==> config.mk <==
export PLATFORM = sky130hd
export DESIGN_NAME = wdec_top
export DESIGN_NICKNAME = d
export VERILOG_FILES = /design/src/rtl/wdec_pkg.sv /design/src/rtl/wdec_ctrl.sv /design/src/rtl/wdec_datapath.sv /design/src/rtl/wdec_top.sv
export SDC_FILE = /design/constraint.sdc
export NUM_CORES = 1
export LEC_CHECK = 0
export ABC_AREA = 1
export CAP_MARGIN = 30
export CORE_ASPECT_RATIO = 0.6
export CORE_UTILIZATION = 30
export DETAILED_ROUTE_END_ITERATION = 12
export PLACE_DENSITY = 0.61
export SYNTH_ARGS = -nofsm -noshare
export SYNTH_HDL_FRONTEND = slang
export SYNTH_HIERARCHICAL = 1
export SYNTH_SLANG_ARGS = --single-unit
export TNS_END_PERCENT = 30
==> constraint.sdc <==
create_clock -name clk -period 3.3 [get_ports clk]
set_clock_uncertainty 0.15 [all_clocks]
set_input_delay 0.495 -clock clk [delete_from_list [all_inputs] [get_ports clk]]
set_output_delay 0.495 -clock clk [all_outputs]
set_load 0.005 [all_outputs]
==> src/rtl/wdec_pkg.sv <==
package wdec_pkg;
  localparam int NUM_WIN = 4;
  localparam int IDX_W   = 3;

  typedef struct packed {
    logic latch;
    logic active;
  } ctrl_t;
endpackage

==> src/rtl/wdec_ctrl.sv <==
module wdec_ctrl
  import wdec_pkg::*;
(
  input  logic  clk,
  input  logic  rstN,
  input  logic  accValid,
  output ctrl_t ctrl
);
  logic activeQ;

  always_ff @(posedge clk or negedge rstN) begin
    if (!rstN) activeQ <= 1'b0;
    else       activeQ <= accValid;
  end

  always_comb begin
    ctrl.latch  = accValid;
    ctrl.active = activeQ;
  end

  // an access presented at an edge is in progress after that edge
  p_active_after_req_r9: assert property (@(posedge clk) disable iff (!rstN)
    accValid |=> ctrl.active);
  // idle follows a cycle without request
  p_idle_after_gap_r7: assert property (@(posedge clk) disable iff (!rstN)
    !accValid |=> !ctrl.active);
endmodule

==> src/rtl/wdec_datapath.sv <==
module wdec_datapath
  import wdec_pkg::*;
#(
  parameter int ADDR_W = 24,
  parameter int CFG_W  = 8,
  parameter int SZ_W   = 5
)(
  input  logic                      clk,
  input  logic                      rstN,
  input  ctrl_t                     ctrl,
  input  logic [ADDR_W-1:0]         accAddr,
  input  logic [NUM_WIN-1:0]        winEnable,
  input  logic [NUM_WIN*ADDR_W-1:0] winBase,
  input  logic [NUM_WIN*SZ_W-1:0]   winSizeLog2,
  input  logic [NUM_WIN*CFG_W-1:0]  winCfg,
  input  logic [CFG_W-1:0]          dfltCfg,
  output logic [IDX_W-1:0]          actIdx,
  output logic [CFG_W-1:0]          actCfg,
  output logic [NUM_WIN:0]          csN
);
  logic [ADDR_W-1:0]  addrQ;
  logic [NUM_WIN-1:0] matchVec;

  always_ff @(posedge clk or negedge rstN) begin
    if (!rstN)          addrQ <= '0;
    else if (ctrl.latch) addrQ <= accAddr;
  end

  // masked compare per region
  for (genvar w = 0; w < NUM_WIN; w++) begin : g_win
    logic [ADDR_W-1:0] keepMask;
    logic [SZ_W-1:0]   sizeCode;
    logic [ADDR_W-1:0] baseAddr;
    always_comb begin
      sizeCode = winSizeLog2[w*SZ_W +: SZ_W];
      baseAddr = winBase[w*ADDR_W +: ADDR_W];
      if (int'(sizeCode) >= ADDR_W) keepMask = '0;
      else                          keepMask = {ADDR_W{1'b1}} << sizeCode;
      matchVec[w] = winEnable[w] && (((addrQ ^ baseAddr) & keepMask) == '0);
    end
  end

  // pairwise override, then upper pair over lower pair
  logic            lowHit, highHit;
  logic [IDX_W-1:0] lowPick, highPick, winner;

  always_comb begin
    lowHit   = matchVec[1] | matchVec[0];
    lowPick  = matchVec[1] ? IDX_W'(2) : IDX_W'(1);
    highHit  = matchVec[3] | matchVec[2];
    highPick = matchVec[3] ? IDX_W'(4) : IDX_W'(3);
    if (highHit)     winner = highPick;
    else if (lowHit) winner = lowPick;
    else             winner = '0;
  end

  always_comb begin
    actIdx = ctrl.active ? winner : '0;
    actCfg = dfltCfg;
    for (int k = 1; k <= NUM_WIN; k++) begin
      if (actIdx == IDX_W'(k)) actCfg = winCfg[(k-1)*CFG_W +: CFG_W];
    end
    csN = '1;
    if (ctrl.active) csN[actIdx] = 1'b0;
  end

  // one select low exactly while an access is in progress
  p_cs_onehot_r6: assert property (@(posedge clk) disable iff (!rstN)
    $countones(~csN) == (ctrl.active ? 1 : 0));
  // no select when idle
  p_idle_quiet_r7: assert property (@(posedge clk) disable iff (!rstN)
    !ctrl.active |-> (csN == '1 && actIdx == '0));
  // default select only when nothing claims the address
  p_default_nomatch_r5: assert property (@(posedge clk) disable iff (!rstN)
    (ctrl.active && !csN[0]) |-> (matchVec == '0));
  // region 4 beats everything
  p_top_wins_r4: assert property (@(posedge clk) disable iff (!rstN)
    (ctrl.active && matchVec[3]) |-> (actIdx == IDX_W'(4)));
  // region 2 beats region 1 when the upper pair is silent
  p_pair_low_r3: assert property (@(posedge clk) disable iff (!rstN)
    (ctrl.active && matchVec[1] && !matchVec[2] && !matchVec[3]) |-> (actIdx == IDX_W'(2)));
  // captured address holds without a request
  p_addr_hold_r9: assert property (@(posedge clk) disable iff (!rstN)
    !ctrl.latch |=> $stable(addrQ));
  for (genvar w = 0; w < NUM_WIN; w++) begin : g_chk
    // a region select implies that region matches
    p_sel_matches_r1: assert property (@(posedge clk) disable iff (!rstN)
      (ctrl.active && !csN[w+1]) |-> matchVec[w]);
    // a disabled region never matches
    p_disabled_r2: assert property (@(posedge clk) disable iff (!rstN)
      !winEnable[w] |-> !matchVec[w]);
  end
endmodule

==> src/rtl/wdec_top.sv <==
module wdec_top
  import wdec_pkg::*;
#(
  parameter int ADDR_W = 24,
  parameter int CFG_W  = 8,
  localparam int SZ_W  = $clog2(ADDR_W + 1)
)(
  input  logic                      clk,
  input  logic                      rstN,
  input  logic                      accValid,
  input  logic [ADDR_W-1:0]         accAddr,
  input  logic [NUM_WIN-1:0]        winEnable,
  input  logic [NUM_WIN*ADDR_W-1:0] winBase,
  input  logic [NUM_WIN*SZ_W-1:0]   winSizeLog2,
  input  logic [NUM_WIN*CFG_W-1:0]  winCfg,
  input  logic [CFG_W-1:0]          dfltCfg,
  output logic [IDX_W-1:0]          actIdx,
  output logic [CFG_W-1:0]          actCfg,
  output logic [NUM_WIN:0]          csN
);
  ctrl_t ctrl;

  wdec_ctrl u_ctrl (
    .clk(clk), .rstN(rstN), .accValid(accValid), .ctrl(ctrl)
  );

  wdec_datapath #(.ADDR_W(ADDR_W), .CFG_W(CFG_W), .SZ_W(SZ_W)) u_dp (
    .clk(clk), .rstN(rstN), .ctrl(ctrl), .accAddr(accAddr),
    .winEnable(winEnable), .winBase(winBase), .winSizeLog2(winSizeLog2),
    .winCfg(winCfg), .dfltCfg(dfltCfg),
    .actIdx(actIdx), .actCfg(actCfg), .csN(csN)
  );
endmodule

==> parameters.txt <==
Parameter                              Value

Job
  Number of maximum-capacitance constraint violations ... 0

STA
  Setup TNS ... 0 ns
  Worst slew margin relative to its limit ... 0.391
  Hold Violations, Final ... 0
  Period minus WS final ... 3.22 ns
  Final worst slack ... 0.0816 ns
  Final setup vio count ... 0
  Final count of pins violating max slew ... 0
  Transition time at the pin with the least slew margin ... 0.910 ns
  Period Utilization, post-route ... 0.975
  Max frequency ... 0.311 GHz
  Setup repair after global routing missed its margin ... yes

Worst setup path
  Critical Path Start ... winBase[19]
  Critical Path Start Type ... input port
  Critical path fanouts, max ... 6
  Critical R2R Launch ... u_dp/addrQ[23]
  Critical path class ... input port to primary output
  Endpoint kind of the worst setup timing path ... primary output
  Required time worst endpoint ... 2.65 ns
  WP data arrival ... 2.57 ns

Layout
  Final-stage net count ... 1141
  Final Util ... 0.530
  Most frequent cells in the layout ... sky130_fd_sc_hd__nand2_1 (253), sky130_fd_sc_hd__clkdlybuf4s50_1 (102), sky130_fd_sc_hd__inv_1 (79)
  Post-route non-filler standard cell count ... 1124
  Most common library cell in the layout ignoring fill and taps ... sky130_fd_sc_hd__nand2_1
  Fillcell total ... 1295
  Final instance area ... 6850 µm²
  Fraction of layout cells with a size suffix above 1 ... 0.201
  Multi-input combinational cell area ... 3010 µm²
  Storage cell area ... 643 µm²
  Relative area change from synthesis to final layout ... 70.6%

GRT
  Wire length of the first global-routing pass ... 25.1 mm
  Initial antenna violation count ... 1
  Gr ovfl total ... 0
  Largest net degree at the start of global routing ... 26
  Overall fraction of global-route tracks in use ... 0.236
  Vias in the first global route ... 4771

Route
  Average via count per standard cell ... 4.61
  Post-detailed-route count of antenna-violating nets ... 0
  Via count ... 5178
  Overall routed net length ... 16.5 mm
  Routed wire per std cell ... 14.7 µm
  Iteration-0 DRC count of the detailed router ... 298
  Remaining design rule violation count ... 0
  Number of detailed-route iterations in the first pass ... 4

Power and ir drop
  Worst ir drop on vdd ... 0.155 mV
  Cell Int Power ... 907 µW
  Power per standard cell area ... 212 nW/µm²
  Reported net switching power ... 546 µW
  Combinational power share ... 0.522
  Switching share of total power ... 0.376
  Clock share of power ... 0.192
  Static power due to leakage ... 0.00378 µW
  Sequential share of power ... 0.287

Placement
  Post-placement setup slack ... -0.558 ns
  HPWL Detailed ... 13.6 mm
  Placed instance area ... 6370 µm²
  Total of buffers placed on input and output ports ... 202
  RePlAce Congestion ... 0.884
  Inst Count DP ... 1093

Synthesis
  Yosys warning count ... 6
  Area contributors post-synth ... sky130_fd_sc_hd__nand2_1 (24%), sky130_fd_sc_hd__dfrtp_1 (16%), sky130_fd_sc_hd__xor2_1 (11%)
  Post-Synthesis Mean Instance Area ... 5.63 µm²
  Number of enable-type register cells in the synthesized netlist ... 0
  Dominant register cell in the synthesized netlist ... sky130_fd_sc_hd__dfrtp_1
  Number of instances in the synthesized netlist ... 713
  Register area share after synthesis ... 0.156
  Area share of the largest cell type after synthesis ... 0.244
  Async SR Flop Fraction ... 1.00
  Synth area leader ... sky130_fd_sc_hd__nand2_1
  Net Count, Synth ... 900
  Post-synthesis register bit count ... 25
  Post-synth cell types ... 31
  Combined area of all synthesized cells ... 4020 µm²

Run status
  Result of the run ... finished clean

CTS
  Hold buffer count at CTS ... 0
  TritonCTS clock tree ... yes
  Cts bufs inserted ... 3
  Clock sink total ... 25
  Clk_lat worst skew ... 0.26 ns
  Clock tree root driver cell ... sky130_fd_sc_hd__clkbuf_16
  Register clock-pin slew on the reported worst setup and hold paths ... 0.07 ns
  Largest buffer count on any clock path ... 2
  Number of H-tree levels ... 1

Floorplanning
  FP Rows ... 32
  Die Height ... 91.6 µm
  Die area ... 13900 µm²
  I/O pins ... 203
  Placeable Area ... 12900 µm²
  Horiz. Die Dim ... 151 µm
  Initial cell density of the core ... 0.310

Hold path
  Tightest Hold Check Type ... input port to asynchronous set/reset pin
metal layers:
metal / track usage / share of wire
met1: 0.382 / 0.53
met2: 0.331 / 0.39
met3: 0.0264 / 0.075
met4: 0.0283 / 0.0037
met5: 0 / 0.00079
power by group through the flow:
stage	registers, µW	clock network [µW]	logic [µW]
CTS	411	281	733
floorplan	355	0	400
global placement	416	0	735
finish	417	279	758
detailed placement	416	0	734
global route	420	295	840
synth_stat cells, types with 2 or more instances:
cell type,instances
sky130_fd_sc_hd__nor2_1,55
sky130_fd_sc_hd__inv_2,10
sky130_fd_sc_hd__inv_1,85
sky130_fd_sc_hd__dfrtp_1,25
sky130_fd_sc_hd__o21ai_0,28
sky130_fd_sc_hd__nor2_2,4
sky130_fd_sc_hd__nand4_1,18
sky130_fd_sc_hd__nor3_1,3
sky130_fd_sc_hd__buf_2,19
sky130_fd_sc_hd__buf_6,3
sky130_fd_sc_hd__clkbuf_2,4
sky130_fd_sc_hd__xnor2_1,20
sky130_fd_sc_hd__xor2_1,50
sky130_fd_sc_hd__nand2_4,2
sky130_fd_sc_hd__clkbuf_1,4
sky130_fd_sc_hd__or2_2,2
sky130_fd_sc_hd__nand2_1,261
sky130_fd_sc_hd__a21oi_1,7
sky130_fd_sc_hd__buf_4,5
sky130_fd_sc_hd__nand3_4,2
sky130_fd_sc_hd__o21ai_1,12
sky130_fd_sc_hd__nand3_1,70
sky130_fd_sc_hd__mux2_2,11
sky130_fd_sc_hd__nand2_2,6
flip-flops by register name (all words and copies together) (netlist names):
name	flops
u_dp/addrQ	24
u_ctrl/activeQ	1
path summary, 6_finish.rpt:
check | endpoint | depth (start not counted) | slack, ns
worst max-delay path | actCfg[3] | 18 | 0.08
min in group clk | u_dp/addrQ[13] | 2 | 0.50
max in group asynchronous | u_dp/addrQ[20] | 2 | 2.28
worst min register to register | u_dp/addrQ[13] | 2 | 0.50
worst min-delay path | u_dp/addrQ[15] | 2 | 0.45
worst max register to register | u_dp/addrQ[23] | 1 | 2.19
area by class of cell:
| cell class | count | share of cell area |
|---|---|---|
| Timing Repair inverter | 1 | 0.00110 |
| Antenna cell | 1 | 0.000365 |
| Multi-Input combinational cell | 556 | 0.439 |
| Tap cell | 170 | 0.0310 |
| Timing Repair Buffer | 270 | 0.368 |
| Sequential cell | 25 | 0.0939 |
| Clock inverter | 1 | 0.000730 |
| Clock buffer | 3 | 0.0110 |
| Inverter | 97 | 0.0550 |
per-stage QoR:
step                      total power [µW]  hold WS [ns]
final                                 1450         0.449
after floorplan                        755        0.0494
after global routing                  1550         0.477
after CTS                             1420         0.466
after detailed placement              1150         0.485
after global placement                1150         0.471
cell families (layout without fill, tap and decap cells):
| group | count (synthesis) | in the layout | synth area share |
|---|---|---|---|
| compound gates | 49 | 49 | 0.0645 |
| buf+inv | 132 | 372 | 0.141 |
| simple gates | 426 | 426 | 0.455 |
| xor+xnor | 70 | 70 | 0.153 |
| other cells | 0 | 1 | 0 |
| flops | 25 | 25 | 0.156 |
| mux | 11 | 11 | 0.0309 |
worst max-delay path, stage by stage:
cell	delay [ns]
sky130_fd_sc_hd__clkdlybuf4s50_1	0.48
sky130_fd_sc_hd__xnor2_1	0.13
sky130_fd_sc_hd__o21ai_1	0.09
sky130_fd_sc_hd__nor2_1	0.09
sky130_fd_sc_hd__nand3_1	0.10
sky130_fd_sc_hd__nor2_1	0.12
sky130_fd_sc_hd__buf_4	0.13
sky130_fd_sc_hd__nand2_4	0.06
sky130_fd_sc_hd__nand2_4	0.08
sky130_fd_sc_hd__nand3_4	0.13
sky130_fd_sc_hd__buf_6	0.15
sky130_fd_sc_hd__buf_4	0.11
sky130_fd_sc_hd__nand2_1	0.05
sky130_fd_sc_hd__nand3_1	0.07
sky130_fd_sc_hd__nand2_1	0.07
sky130_fd_sc_hd__nand2_1	0.05
sky130_fd_sc_hd__nand2_1	0.05
sky130_fd_sc_hd__clkbuf_2	0.11
timing repair:
item / in CTS / in global routing
pin swaps: 35 / 58
endpoints found under the setup margin: 16 / 14
cloned: 1 / 0
setup buffers: 13 / 12
gates resized for setup: 120 / 128
(Power assumes the default switching activity.)
